`src/rtl/i2cm_pkg.sv`:
```
package i2cm_pkg;

  typedef enum logic [7:0] {
    ST_START   = 8'h10,
    ST_RSTART  = 8'h18,
    ST_AW_ACK  = 8'h20,
    ST_AW_NAK  = 8'h28,
    ST_TXD_ACK = 8'h30,
    ST_TXD_NAK = 8'h38,
    ST_AR_ACK  = 8'h40,
    ST_AR_NAK  = 8'h48,
    ST_RXD_ACK = 8'h50,
    ST_RXD_NAK = 8'h58,
    ST_IDLE    = 8'hE0
  } stat_e;

  typedef enum logic [1:0] {
    CMD_START = 2'd0,
    CMD_BYTE  = 2'd1,
    CMD_STOP  = 2'd2
  } cmd_e;

  localparam int CB_ACK   = 0;
  localparam int CB_FLAG  = 1;
  localparam int CB_STOP  = 2;
  localparam int CB_START = 3;
  localparam int CB_BUSEN = 4;

  localparam logic [2:0] RA_CTRL = 3'd0;
  localparam logic [2:0] RA_DATA = 3'd1;
  localparam logic [2:0] RA_STAT = 3'd2;
  localparam logic [2:0] RA_CLK  = 3'd3;
  localparam logic [2:0] RA_SRST = 3'd4;

  // clocks in one quarter of an SCL bit
  function automatic int unsigned quarter_len(int unsigned m, int unsigned n);
    return (m + 1) << n;
  endfunction

  function automatic stat_e addr_status(logic rd, logic acked);
    if (rd) return acked ? ST_AR_ACK : ST_AR_NAK;
    return acked ? ST_AW_ACK : ST_AW_NAK;
  endfunction

  function automatic stat_e data_status(logic rd, logic acked);
    if (rd) return acked ? ST_RXD_ACK : ST_RXD_NAK;
    return acked ? ST_TXD_ACK : ST_TXD_NAK;
  endfunction

endpackage

```
`src/rtl/i2cm_tick.sv`:
```
module i2cm_tick #(
  parameter int Q_W = 12
) (
  input  logic           clk,
  input  logic           rst_i,
  input  logic           restart,
  input  logic [Q_W-1:0] qlen,
  output logic           tick
);
  logic [Q_W-1:0] cnt;

  always_ff @(posedge clk) begin
    if (rst_i) cnt <= '0;
    else if (restart || cnt == '0) cnt <= qlen - Q_W'(1);
    else cnt <= cnt - Q_W'(1);
  end

  assign tick = (cnt == '0) && !restart;
endmodule

```
`src/rtl/i2cm_softrst.sv`:
```
module i2cm_softrst #(
  parameter int RST_CYCLES = 4
) (
  input  logic clk,
  input  logic rst_n,
  input  logic kick,
  output logic busy
);
  localparam int CW = $clog2(RST_CYCLES + 1);
  logic [CW-1:0] cnt;

  always_ff @(posedge clk) begin
    if (!rst_n) cnt <= '0;
    else if (kick) cnt <= CW'(RST_CYCLES);
    else if (cnt != '0) cnt <= cnt - CW'(1);
  end

  assign busy = (cnt != '0);
endmodule

```
`src/rtl/i2cm_engine.sv`:
```
module i2cm_engine
  import i2cm_pkg::*;
#(
  parameter int Q_W = 12
) (
  input  logic           clk,
  input  logic           rst_i,
  input  logic           go,
  input  cmd_e           cmd,
  input  logic [7:0]     tx_byte,
  input  logic           ack_en,
  input  logic [Q_W-1:0] qlen,
  input  logic           sda_i,
  output logic           busy,
  output logic           held,
  output logic           done,
  output stat_e          ev_status,
  output logic [7:0]     rx_byte,
  output logic           scl_oe,
  output logic           sda_oe
);
  typedef enum logic [2:0] {E_IDLE, E_HOLD, E_START, E_BYTE, E_STOP} est_e;

  est_e       st;
  logic [1:0] ph;
  logic [3:0] bitcnt;
  logic [7:0] shreg;
  logic       rbit, ack_q, dir_q, addr_next, from_hold;
  logic       tick, last_q, ack_slot, tx_mode;

  i2cm_tick #(.Q_W(Q_W)) u_tick (
    .clk(clk), .rst_i(rst_i), .restart(go), .qlen(qlen), .tick(tick)
  );

  assign busy     = (st == E_START) || (st == E_BYTE) || (st == E_STOP);
  assign held     = (st == E_HOLD);
  assign ack_slot = (bitcnt == 4'd8);
  assign tx_mode  = addr_next || !dir_q;
  assign last_q   = tick && (ph == 2'd3);
  assign done     = last_q && ((st == E_START) || (st == E_STOP) ||
                               (st == E_BYTE && ack_slot));
  assign rx_byte  = shreg;

  always_ff @(posedge clk) begin
    if (rst_i) begin
      st <= E_IDLE; ph <= '0; bitcnt <= '0; shreg <= '0;
      rbit <= 1'b1; ack_q <= 1'b0; dir_q <= 1'b0;
      addr_next <= 1'b0; from_hold <= 1'b0;
    end else if (go) begin
      ph <= '0;
      bitcnt <= '0;
      shreg <= tx_byte;
      ack_q <= ack_en;
      from_hold <= (st == E_HOLD);
      case (cmd)
        CMD_START: st <= E_START;
        CMD_STOP:  st <= E_STOP;
        default: begin
          st <= E_BYTE;
          if (addr_next) dir_q <= tx_byte[0];
        end
      endcase
    end else if (tick && busy) begin
      ph <= ph + 2'd1;
      if (ph == 2'd1) rbit <= sda_i;
      if (ph == 2'd3) begin
        case (st)
          E_START: begin st <= E_HOLD; addr_next <= 1'b1; end
          E_STOP:  begin st <= E_IDLE; addr_next <= 1'b0; end
          default: begin
            if (ack_slot) begin
              st <= E_HOLD;
              addr_next <= 1'b0;
            end else begin
              bitcnt <= bitcnt + 4'd1;
              shreg <= {shreg[6:0], rbit};
            end
          end
        endcase
      end
    end
  end

  always_comb begin
    ev_status = ST_IDLE;
    case (st)
      E_START: ev_status = from_hold ? ST_RSTART : ST_START;
      E_BYTE: begin
        if (addr_next) ev_status = addr_status(dir_q, !rbit);
        else ev_status = data_status(dir_q, dir_q ? ack_q : !rbit);
      end
      default: ev_status = ST_IDLE;
    endcase
  end

  always_comb begin
    scl_oe = 1'b0;
    sda_oe = 1'b0;
    case (st)
      E_HOLD: scl_oe = 1'b1;
      E_START: begin
        scl_oe = (ph == 2'd0) ? from_hold : (ph == 2'd3);
        sda_oe = ph[1];
      end
      E_BYTE: begin
        scl_oe = (ph == 2'd0) || (ph == 2'd3);
        if (ack_slot) sda_oe = !tx_mode && ack_q;
        else sda_oe = tx_mode && !shreg[7];
      end
      E_STOP: begin
        scl_oe = (ph == 2'd0);
        sda_oe = !ph[1];
      end
      default: ;
    endcase
  end

  AST_SDA_STEADY_SCL_HIGH: assert property (@(posedge clk) disable iff (rst_i)
    (st == E_BYTE && !scl_oe && $past(st == E_BYTE && !scl_oe)) |-> $stable(sda_oe));

  AST_ACK_SLOT_DRIVE: assert property (@(posedge clk) disable iff (rst_i)
    (st == E_BYTE && ack_slot && !addr_next && dir_q && !scl_oe) |-> (sda_oe == ack_q));

endmodule

```
`src/rtl/i2cm_top.sv`:
```
module i2cm_top
  import i2cm_pkg::*;
#(
  parameter int       N_W        = 3,
  parameter int       M_W        = 4,
  parameter int       RST_CYCLES = 4,
  parameter bit [7:0] CLK_RST    = 8'h08
) (
  input  logic       clk,
  input  logic       rst_n,
  input  logic       reg_wr,
  input  logic [2:0] reg_addr,
  input  logic [7:0] reg_wdata,
  output logic [7:0] reg_rdata,
  output logic       irq,
  input  logic       sda_i,
  output logic       scl_oe,
  output logic       sda_oe
);
  localparam int CK_W = M_W + N_W;
  localparam int Q_W  = M_W + (1 << N_W);

  logic            soft_busy, rst_i;
  logic            bus_en, start_req, stop_req, flag, ack_en;
  logic [7:0]      data_r;
  stat_e           status_r;
  logic [CK_W-1:0] clk_r;
  logic [Q_W-1:0]  qlen;
  logic            wr_ctrl, wr_data, wr_clk, wr_srst;
  logic            can_go, eng_go, eng_busy, eng_held, eng_done;
  cmd_e            eng_cmd;
  stat_e           ev_status;
  logic [7:0]      rx_byte;
  logic            ev_rx;

  assign wr_ctrl = reg_wr && (reg_addr == RA_CTRL);
  assign wr_data = reg_wr && (reg_addr == RA_DATA);
  assign wr_clk  = reg_wr && (reg_addr == RA_CLK);
  assign wr_srst = reg_wr && (reg_addr == RA_SRST) && reg_wdata[0];

  i2cm_softrst #(.RST_CYCLES(RST_CYCLES)) u_srst (
    .clk(clk), .rst_n(rst_n), .kick(wr_srst), .busy(soft_busy)
  );

  assign rst_i = !rst_n || soft_busy;

  always_ff @(posedge clk) begin
    if (!rst_n) clk_r <= CLK_RST[CK_W-1:0];
    else if (wr_clk) clk_r <= reg_wdata[CK_W-1:0];
  end

  assign qlen = Q_W'(quarter_len(int'(clk_r[CK_W-1:N_W]), int'(clk_r[N_W-1:0])));

  // launch decision from registered control state only
  assign can_go = bus_en && !flag && !eng_busy;
  always_comb begin
    eng_go  = 1'b0;
    eng_cmd = CMD_BYTE;
    if (can_go) begin
      if (start_req) begin
        eng_go = 1'b1; eng_cmd = CMD_START;
      end else if (stop_req && eng_held) begin
        eng_go = 1'b1; eng_cmd = CMD_STOP;
      end else if (eng_held) begin
        eng_go = 1'b1; eng_cmd = CMD_BYTE;
      end
    end
  end

  i2cm_engine #(.Q_W(Q_W)) u_eng (
    .clk(clk), .rst_i(rst_i), .go(eng_go), .cmd(eng_cmd),
    .tx_byte(data_r), .ack_en(ack_en), .qlen(qlen), .sda_i(sda_i),
    .busy(eng_busy), .held(eng_held), .done(eng_done),
    .ev_status(ev_status), .rx_byte(rx_byte),
    .scl_oe(scl_oe), .sda_oe(sda_oe)
  );

  assign ev_rx = (ev_status == ST_RXD_ACK) || (ev_status == ST_RXD_NAK);

  always_ff @(posedge clk) begin
    if (rst_i) begin
      bus_en <= 1'b0; start_req <= 1'b0; stop_req <= 1'b0;
      flag <= 1'b0; ack_en <= 1'b0;
      data_r <= '0; status_r <= ST_IDLE;
    end else begin
      if (wr_ctrl) begin
        bus_en <= reg_wdata[CB_BUSEN];
        ack_en <= reg_wdata[CB_ACK];
        if (reg_wdata[CB_BUSEN] && reg_wdata[CB_START]) start_req <= 1'b1;
        if (reg_wdata[CB_BUSEN] && reg_wdata[CB_STOP])  stop_req  <= 1'b1;
        if (!reg_wdata[CB_FLAG]) flag <= 1'b0;
      end
      if (wr_data) data_r <= reg_wdata;
      if (stop_req && !start_req && !eng_busy && !eng_held) stop_req <= 1'b0;
      if (eng_done) begin
        status_r <= ev_status;
        if (ev_status != ST_IDLE) flag <= 1'b1;
        else stop_req <= 1'b0;
        if (ev_status == ST_START || ev_status == ST_RSTART) start_req <= 1'b0;
        if (ev_rx) data_r <= rx_byte;
      end
    end
  end

  always_comb begin
    case (reg_addr)
      RA_CTRL: reg_rdata = {3'b000, bus_en, start_req, stop_req, flag, ack_en};
      RA_DATA: reg_rdata = data_r;
      RA_STAT: reg_rdata = status_r;
      RA_CLK:  reg_rdata = 8'(clk_r);
      RA_SRST: reg_rdata = {7'b0, soft_busy};
      default: reg_rdata = '0;
    endcase
  end

  assign irq = flag;

  AST_FLAG_PARKS_SCL: assert property (@(posedge clk) disable iff (rst_i)
    flag |-> scl_oe);

  AST_FLAG_BLOCKS_NEXT: assert property (@(posedge clk) disable iff (rst_i)
    (flag && eng_held) |=> eng_held);

  AST_START_SELF_CLEAR: assert property (@(posedge clk) disable iff (rst_i)
    $fell(start_req) |-> (status_r == ST_START || status_r == ST_RSTART));

  AST_IDLE_WHEN_FREE: assert property (@(posedge clk) disable iff (rst_i)
    (!eng_busy && !eng_held) |-> (status_r == ST_IDLE));

  AST_NO_START_DISABLED: assert property (@(posedge clk) disable iff (rst_i)
    (!bus_en && !start_req && !(wr_ctrl && reg_wdata[CB_BUSEN])) |=> !start_req);

endmodule

```
`config.mk`:
```
export PLATFORM = sky130hd
export DESIGN_NAME = i2cm_top
export DESIGN_NICKNAME = d
export VERILOG_FILES = /design/src/rtl/i2cm_pkg.sv /design/src/rtl/i2cm_tick.sv /design/src/rtl/i2cm_softrst.sv /design/src/rtl/i2cm_engine.sv /design/src/rtl/i2cm_top.sv
export SDC_FILE = /design/constraint.sdc
export NUM_CORES = 1
export LEC_CHECK = 0
export BUFFER_PORTS_ARGS = -buffer_cell sky130_fd_sc_hd__buf_4
export CORE_MARGIN = 4
export CORE_UTILIZATION = 35
export DETAILED_ROUTE_END_ITERATION = 10
export MAX_ROUTING_LAYER = met4
export PLACE_DENSITY_LB_ADDON = 0.15
export RECOVER_POWER = 50
export SETUP_SLACK_MARGIN = 0.5
export SKIP_LAST_GASP = 1
export SLEW_MARGIN = 25
export SYNTH_ARGS = -nofsm -noshare
export SYNTH_HDL_FRONTEND = slang
export SYNTH_SLANG_ARGS = --single-unit
```
`constraint.sdc`:
```
create_clock -name clk -period 5 [get_ports clk]
set_clock_uncertainty 0.05 [all_clocks]
set_input_delay 1 -clock clk [delete_from_list [all_inputs] [get_ports clk]]
set_output_delay 1 -clock clk [all_outputs]
set_load 0.05 [all_outputs]
```
# Word level (Yosys, flattened, before mapping)
# Index checks and enable logic that the tools add are counted.
# totals
reg_bits	65
input_bits	15
out_inout_bits	11
word_cells	173
# classes
addsub	6
n_eq_ne	19
shifts	1
mux	61
bitwise	5
n_reduce_logical	61
# op_table
cell	n
$mux 8	13
$pmux 8 s5	1
$mux 1	26
$sub 12x1->12 const B	2
$logic_and 1x1->1	20
$mux 4	5
$mux 3	6
$eq 8x5->1 const B	2
$eq 8x7->1 const B	2
$pmux 8 s2	1
$eq 3x2->1 const B	4
$logic_not 12->1	1
$mux 12	1
$pmux 3 s2	2
$reduce_and 4->1	3
$shl 5x3->12	1
$logic_not 1->1	11
$logic_or 1x1->1	10
$reduce_and 3->1	3
$ne 8x8->1 const B	1
$reduce_or 2->1	4
$eq 3x1->1 const B	2
$eq 3x3->1 const B	2
$mux 2	3
18 further kinds	27

# Logic depth before layout (Yosys ltp)
# Gate-level depths: netlist (run 1).
# logic_depth
depth_word	11
ltp_mapped	9
mapped_depth_nobuf	8

# Hierarchy
# From an unflattened synthesis (run 1), not the netlist that was laid out.
# hier_totals
hier_cells	482
area_unflattened_um2	4086.4
# by_module_without_submodules
module	n_inst	cells_each	area_each_um2	seq_area_each_um2
i2cm_top	1	200	1745.4	560.5
i2cm_engine	1	158	1265.0	440.4
i2cm_tick	1	106	908.4	240.2
i2cm_softrst	1	18	167.7	60.1

# Worst setup path before layout (run 1)
# No wires, ideal clock.
# synth_timing
path_kind	input -> output
from	input reg_addr[0]
to	output reg_rdata[0]
arrival_ns	2.915
required_ns	3.950
path_slack_ns	1.035
cell_stages	5
path_cell_list	clkbuf_1 clkbuf_1 nor2b_1 a21oi_1 o21ai_0
# synth_between
elab_chain_cells	2
elab_cells_between_ends	6
cone_classes	eq/ne (4); mux (1); reduce/logical (1)
# synth_lines
item	line_no	rtl
start: declaration	i2cm_top.sv:12	input logic [2:0] reg_addr,
$eq 3x3->1 (tied with other cells)	i2cm_top.sv:106	case (reg_addr)
$pmux 8 s5 *	i2cm_top.sv:106	
end: declaration	i2cm_top.sv:14	output logic [7:0] reg_rdata,
# Mark *: on every way between the ends. The rest lies on a longest branch, timed or not.

# Final worst setup path (run 1)
# layout_timing
from	register u_eng.st[0]
to	register data_r[6]
# layout_between
elab_chain_cells	11
elab_cells_between_ends	26
cone_classes	eq/ne (6); mux (7); reduce/logical (13)
# layout_lines
item	line_no	rtl
start: declaration	i2cm_engine.sv:24	est_e st;
start signal: assignment	i2cm_engine.sv:46	st <= E_IDLE; ph <= '0; bitcnt <= '0; shreg <= '0;
start signal: assignment	i2cm_engine.sv:56	CMD_START: st <= E_START;
start signal: assignment	i2cm_engine.sv:57	CMD_STOP: st <= E_STOP;
branches (longest 10 deep; another with $eq 3x1->1)	n/a	
$mux 8 *	i2cm_top.sv:95	if (eng_done) begin
end signal: assignment	i2cm_top.sv:93	if (wr_data) data_r <= reg_wdata;
end signal: assignment	i2cm_top.sv:100	if (ev_rx) data_r <= rx_byte;
end: declaration	i2cm_top.sv:25	logic [7:0] data_r;
# Mark *: on every way between the ends.
# A chain may end at the register's enable or synchronous reset.

==> impl_metrics.toml, run 1 <==
[outcome]
status = "completed"

[yosys]
synth_cell_type_count = 66
synth.top_cell.area_share_pct = 33.5
synth_top_family_by_area = "simple AND/OR/NAND/NOR gates"
synth-seq-area-share_pct = 33.5
synth_compound_area_share_pct = 19.3
syn_avg_cell_area_um2 = 8.44
synth_adder_area_share_pct = 2.70
synth.ff_latch_count = 62
synth_xor_area_share_pct = 2.83
synth_area_um2 = 3710
muxShareOfSynthArea_pct = 13.5
synth-edff-count = 0
netlist_instances = 439
synth_top_area_cell = "dfxtp_1"
ys_async_sr_fraction_pct = 0
synth_commonest_cells = "dfxtp_1, nor2_1, mux2i_1"
synth_area_leaders = "dfxtp_1, mux2i_1, nor2_1, a21oi_1, mux2_2"
yosysMostFrequentCell = "dfxtp_1"
synth_fp_nets = 462
synth_simple_gate_area_share_pct = 23.3
synthFlopType = "dfxtp_1"
yosys_warnings = 0

[clock_network]
path_clk_slew_ns = 0.07
ctsResizeCount = 0
cts_buffers = 9
cts_tree = "done"
cts.path.max_buffers = 2
h-tree-depth = 3
ctsHoldBuffers = 0
insertion_delay_ns = 0.34
cts_setup_buffers = 0
cts_root_buf = "clkbuf_8"
clock-sinks = 62

[timing]
setup_viol = 0
finalCritPeriodShare_pct = 69.6
tightestPinTransition_ns = 0.892
setup_tns_ns = 0
min_period_ns = 3.48
final_hold_viol_count = 0
fmax_mhz = 287
relSlewSlack_pct = 40.5
whs_ns = 0.431
slew_viol_final = 0
rsz0062_at_grt = "false"

[floorplan]
die-area_um2 = 12300
initial_core_util_pct = 35.9
rows = 37
die_x_um = 111
die_height_um = 111
core_area_um2 = 10300
ios = 26

[min_path]
holdCritStartpoint = "status_r[5]"
hp-class = "flop to flop"
whs_path_depth = 2
min_to = "status_r[5]"

[place]
place_hpwl_mm = 6.89
portBuffers = 25
gp_congestion = 0.884

[worst_setup_path]
r2r_slack_ns = 1.52
r2r_start = "u_eng.st[0]"
crit_path_end_kind = "flop"
worstReg2RegEnd = "data_r[6]"
criticalPathCategory = "flop to flop"
crit_arrival_ns = 3.64
cp-start-kind = "flop"
reg2regPathDepth = 7
crit_fanout = 18
cp.required_ns = 5.16

[final_layout]
multiInputGateArea_um2 = 2260
nFillCells = 1064
syn_to_final_growth_pct = 10.9
diodes = 0
regArea_um2 = 1240
fin_nets = 469
drive_above_1_share_pct = 14.6

[global_routing]
grt_pass1_vias = 3019
use_met1_pct = 20.4
grt_max_degree = 39
grtUsageTotal_pct = 16.1
use_met2_pct = 25.6
busiest_layer = "met2"
overflow = 0
grt_antenna_before_repair = 0
grt_pass1_wl_mm = 15.7
grtUsageMet3_pct = 3.33

[drt]
drt-pass1-iter-count = 4
routed_via_density = 5.30
routed_wl_mm = 9.39
drtAntennaViolNets = 0
drtIter0Drc = 140
drcViolationCount = 0
route.vias.total = 3113
wire_per_inst_um = 16.0

[power]
p_per_area_nw_per_um2 = 432
leakagePower_uw = 0.00155
p_total_uw = 1780
ir_drop_mv = 0.218

[run]
cap_violations = 0
-- where the power goes --
group / total [µW] / internal (µW) / switching (µW)
clock: 446 / 234 / 212
combinational: 742 / 275 / 467
sequential: 589 / 544 / 45.3
-- final cells by class --
type	count	area share [%]
sequential	62	30.2
tap	136	4.14
clock buffer	10	3.10
inverter	11	1.00
multi-input combinational	334	55.1
timing repair buffer	28	4.75
clock inverter	6	1.73
-- routing by layer --
metal	wire length [µm]	vias to the layer above
met2	4690	27
met3	190	8
met1	4390	1496
met4	113	0
met5	0	-
li1	-	1582
-- sequential cells by signal, indices dropped and copies added, names as in the netlist, 2 cells and up --
| register | count |
|---|---|
| u_eng.ph | 2 |
| u_eng.bitcnt | 4 |
| data_r | 8 |
| u_eng.st | 3 |
| status_r | 5 |
| u_eng.u_tick.cnt | 12 |
| u_eng.rx_byte | 8 |
| u_srst.cnt | 3 |
| clk_r | 7 |
-- stage by stage --
step / instance area, µm² / instances / util [%] / worst slack [ns]
after floorplan: 3710 / 439 / - / 1.03
after global placement: 3950 / 571 / 38.2 / 1.93
after detailed placement: 3950 / 571 / 38.3 / 1.92
after CTS: 4150 / 587 / 40.2 / 1.90
after global routing: 4110 / 587 / 39.8 / 1.10
final: 4110 / 587 / 39.8 / 1.52
-- cell usage in the layout, fill, tap and decap left out, drive strengths merged, types with 3 or more instances in the layout --
cell,instances
buf,24
nand3,12
dfxtp,62
o21ai,15
nor4,5
nand4,4
clkbuf,14
mux2,11
mux2i,33
a211oi,15
a22oi,3
o22ai,3
nand2b,9
a21oi,28
a31oi,6
xnor2,11
nand2,31
and2,5
inv,12
o211ai,5
nor2b,14
nor2,60
nor3,9
and3,5
a31o,3
ha,8
-- how the worst max path moves through the flow --
stage	startpoint	to	slack, ns
floorplan	reg_addr[0]	reg_rdata[0]	1.03
global placement	reg_addr[0]	reg_rdata[3]	1.93
detailed placement	reg_addr[0]	reg_rdata[3]	1.92
CTS	u_srst.cnt[0]	reg_rdata[0]	1.90
global route	u_eng.st[0]	data_r[6]	1.10
finish	u_eng.st[0]	data_r[6]	1.52
-- critical path, cell delays in order, from the launching register on --
cell and delay (ns):
dfxtp_1 0.50, nor2_1 0.34, nand2_1 0.12, a21oi_1 0.55, nand3_1 0.62, nor4_4 0.85
mux2i_1 0.27, nor2_1 0.05
-- logic make-up (layout without fill, tap and decap cells) --
| family | Yosys count | after routing |
|---|---|---|
| AND/OR/NAND/NOR | 166 | 166 |
| AO/OA/AOI/OAI | 102 | 102 |
| flip-flops | 62 | 62 |
| multiplexers | 46 | 46 |
| buffers and inverters | 43 | 55 |
| XOR/XNOR | 12 | 12 |
| adder cells (fa/ha/maj) | 8 | 8 |
(Power assumes the default switching activity.)
==> run 2, diff against run 1 <==
Settings changed: ABC_AREA set to 1.
Clock period 5 ns to 3.4 ns, I/O delays scaled along.
==> impl_metrics.toml, run 2 <==
[floorplan]
ios = 26
core_area_um2 = 9860
die_height_um = 109
die_x_um = 109
rows = 36
initial_core_util_pct = 36.1
die-area_um2 = 11900

[yosys]
ys_async_sr_fraction_pct = 0
netlist_instances = 535
synth_xor_area_share_pct = 0
synth_commonest_cells = "nand2_1, nor2_1, inv_1"
synth_compound_area_share_pct = 18.5
synth.top_cell.area_share_pct = 34.8
yosys_warnings = 0
muxShareOfSynthArea_pct = 1.90
synth_fp_nets = 558
synth_simple_gate_area_share_pct = 32.6
synthFlopType = "dfxtp_1"
syn_avg_cell_area_um2 = 6.66
synth_cell_type_count = 39
synth-seq-area-share_pct = 34.8
synth_area_um2 = 3560
synth_adder_area_share_pct = 2.81
yosysMostFrequentCell = "nand2_1"
synth_top_area_cell = "dfxtp_1"
synth_area_leaders = "dfxtp_1, nand2_1, nor2_1, inv_1, o21ai_0"
synth_top_family_by_area = "simple AND/OR/NAND/NOR gates"
synth.ff_latch_count = 62
synth-edff-count = 0

[drt]
drcViolationCount = 0
routed_via_density = 5.00
route.vias.total = 3500
drt-pass1-iter-count = 5
drtAntennaViolNets = 0
routed_wl_mm = 9.69
drtIter0Drc = 216
wire_per_inst_um = 13.8

[clock_network]
path_clk_slew_ns = 0.07
clock-sinks = 62
h-tree-depth = 3
ctsHoldBuffers = 0
cts.path.max_buffers = 2
insertion_delay_ns = 0.33
cts_tree = "done"
cts_buffers = 9
cts_setup_buffers = 0
cts_root_buf = "clkbuf_8"
ctsResizeCount = 0

[final_layout]
fin_cells = 700
mostFrequentLayoutCells = "nand2_1, nor2_1, inv_1"
fin_nets = 585
largest-register = "u_eng.u_tick.cnt"
syn_to_final_growth_pct = 13.0
drive_above_1_share_pct = 12.2
largest_register_ffs = 12
diodes = 0
final_common_cell = "nand2_1"

[power]
p_total_uw = 2370
leakagePower_uw = 0.00168
p_per_area_nw_per_um2 = 588
ir_drop_mv = 0.264

[worst_setup_path]
worst_path_max_delay_cell = "nor3_1"
path_common_cell = "o21ai_0"
crit_arrival_ns = 1.97
path_buf_inv = 2
criticalPathCategory = "input port to output port"
cp-start-kind = "input port"
cp_top_family = "simple AND/OR/NAND/NOR gates"
slowest_delay_ns = 0.47
cp.required_ns = 2.67
path_cells = "clkbuf_1, nor3_1, nand2_1, o21ai_0, a21oi_1, o21ai_0, buf_4"
crit_fanout = 5
crit_path_end_kind = "output port"

[timing]
fmax_mhz = 371
slew_viol_final = 0
rsz0062_at_grt = "false"
setup_tns_ns = 0
setup_viol = 0
min_period_ns = 2.70
relSlewSlack_pct = 22.0
final_hold_viol_count = 0
tightestPinTransition_ns = 1.17
whs_ns = 0.419
finalCritPeriodShare_pct = 79.4

[global_routing]
overflow = 0
grt_pass1_wl_mm = 16.2
use_met1_pct = 23.5
grtUsageMet3_pct = 3.49
grt_pass1_vias = 3316
grt_max_degree = 25
grt_antenna_before_repair = 0
grtUsageTotal_pct = 17.9
use_met2_pct = 28.5
busiest_layer = "met2"

[min_path]
hp-class = "flop to flop"

[place]
gp_congestion = 0.893
dp.cells = 684
place_hpwl_mm = 7.35
portBuffers = 25

[outcome]
status = "completed"

[run]
cap_violations = 0
run 2: logic make-up (layout without fill, tap and decap cells):
group,count (synthesis),after routing
buffers and inverters,86,118
adders and majority gates,8,8
AOI/OAI and AO/OA,113,113
DFF,62,62
muxes,6,6
and+or+nand+nor,260,260
run 2: path summary, 6_finish.rpt:
check	from	depth (start not counted)	slack, ns	to
min reg2reg	bus_en	2	0.42	bus_en
max reg2reg	u_eng.st[1]	11	0.75	data_r[2]
max	reg_addr[2]	7	0.70	reg_rdata[3]
min	bus_en	2	0.42	bus_en
run 2: area by class of cell:
class,instances,area [µm²]
inverters,75,284
well taps,133,166
multi-input cells,387,1960
clock buffers,9,124
fillers,1077,5840
clock inverters,7,57.6
flip-flops and latches,62,1240
repair buffers,27,191
run 2: worst min-delay path: cells and delay by family, from the launching register on:
family	cells	cell delay [ns]
DFF	1	0.31
AOI/OAI and AO/OA	1	0.05
and+or+nand+nor	1	0.06
run 2: routing by layer:
layer,part of all wire [%],vias to the layer above
li1,-,1819
met1,50,1625
met2,47,52
met3,3.0,4
met4,0.50,0
met5,0,-
run 2: stage by stage:
step                      setup slack (ns)  instance area [µm²]  utilization [%]
after floorplan                      0.581                 3560                -
after global placement               0.790                 3880             39.3
after detailed placement             0.748                 3880             39.3
after CTS                            0.748                 4060             41.2
after global routing                 0.429                 4030             40.8
final                                0.702                 4030             40.8
run 2: report_power, final:
group | switching [µW] | total, µW | internal (µW) | leakage [µW]
clock network | 327 | 599 | 272 | 0.0000824
registers | 28.7 | 810 | 781 | 0.000502
logic | 657 | 959 | 302 | 0.00110
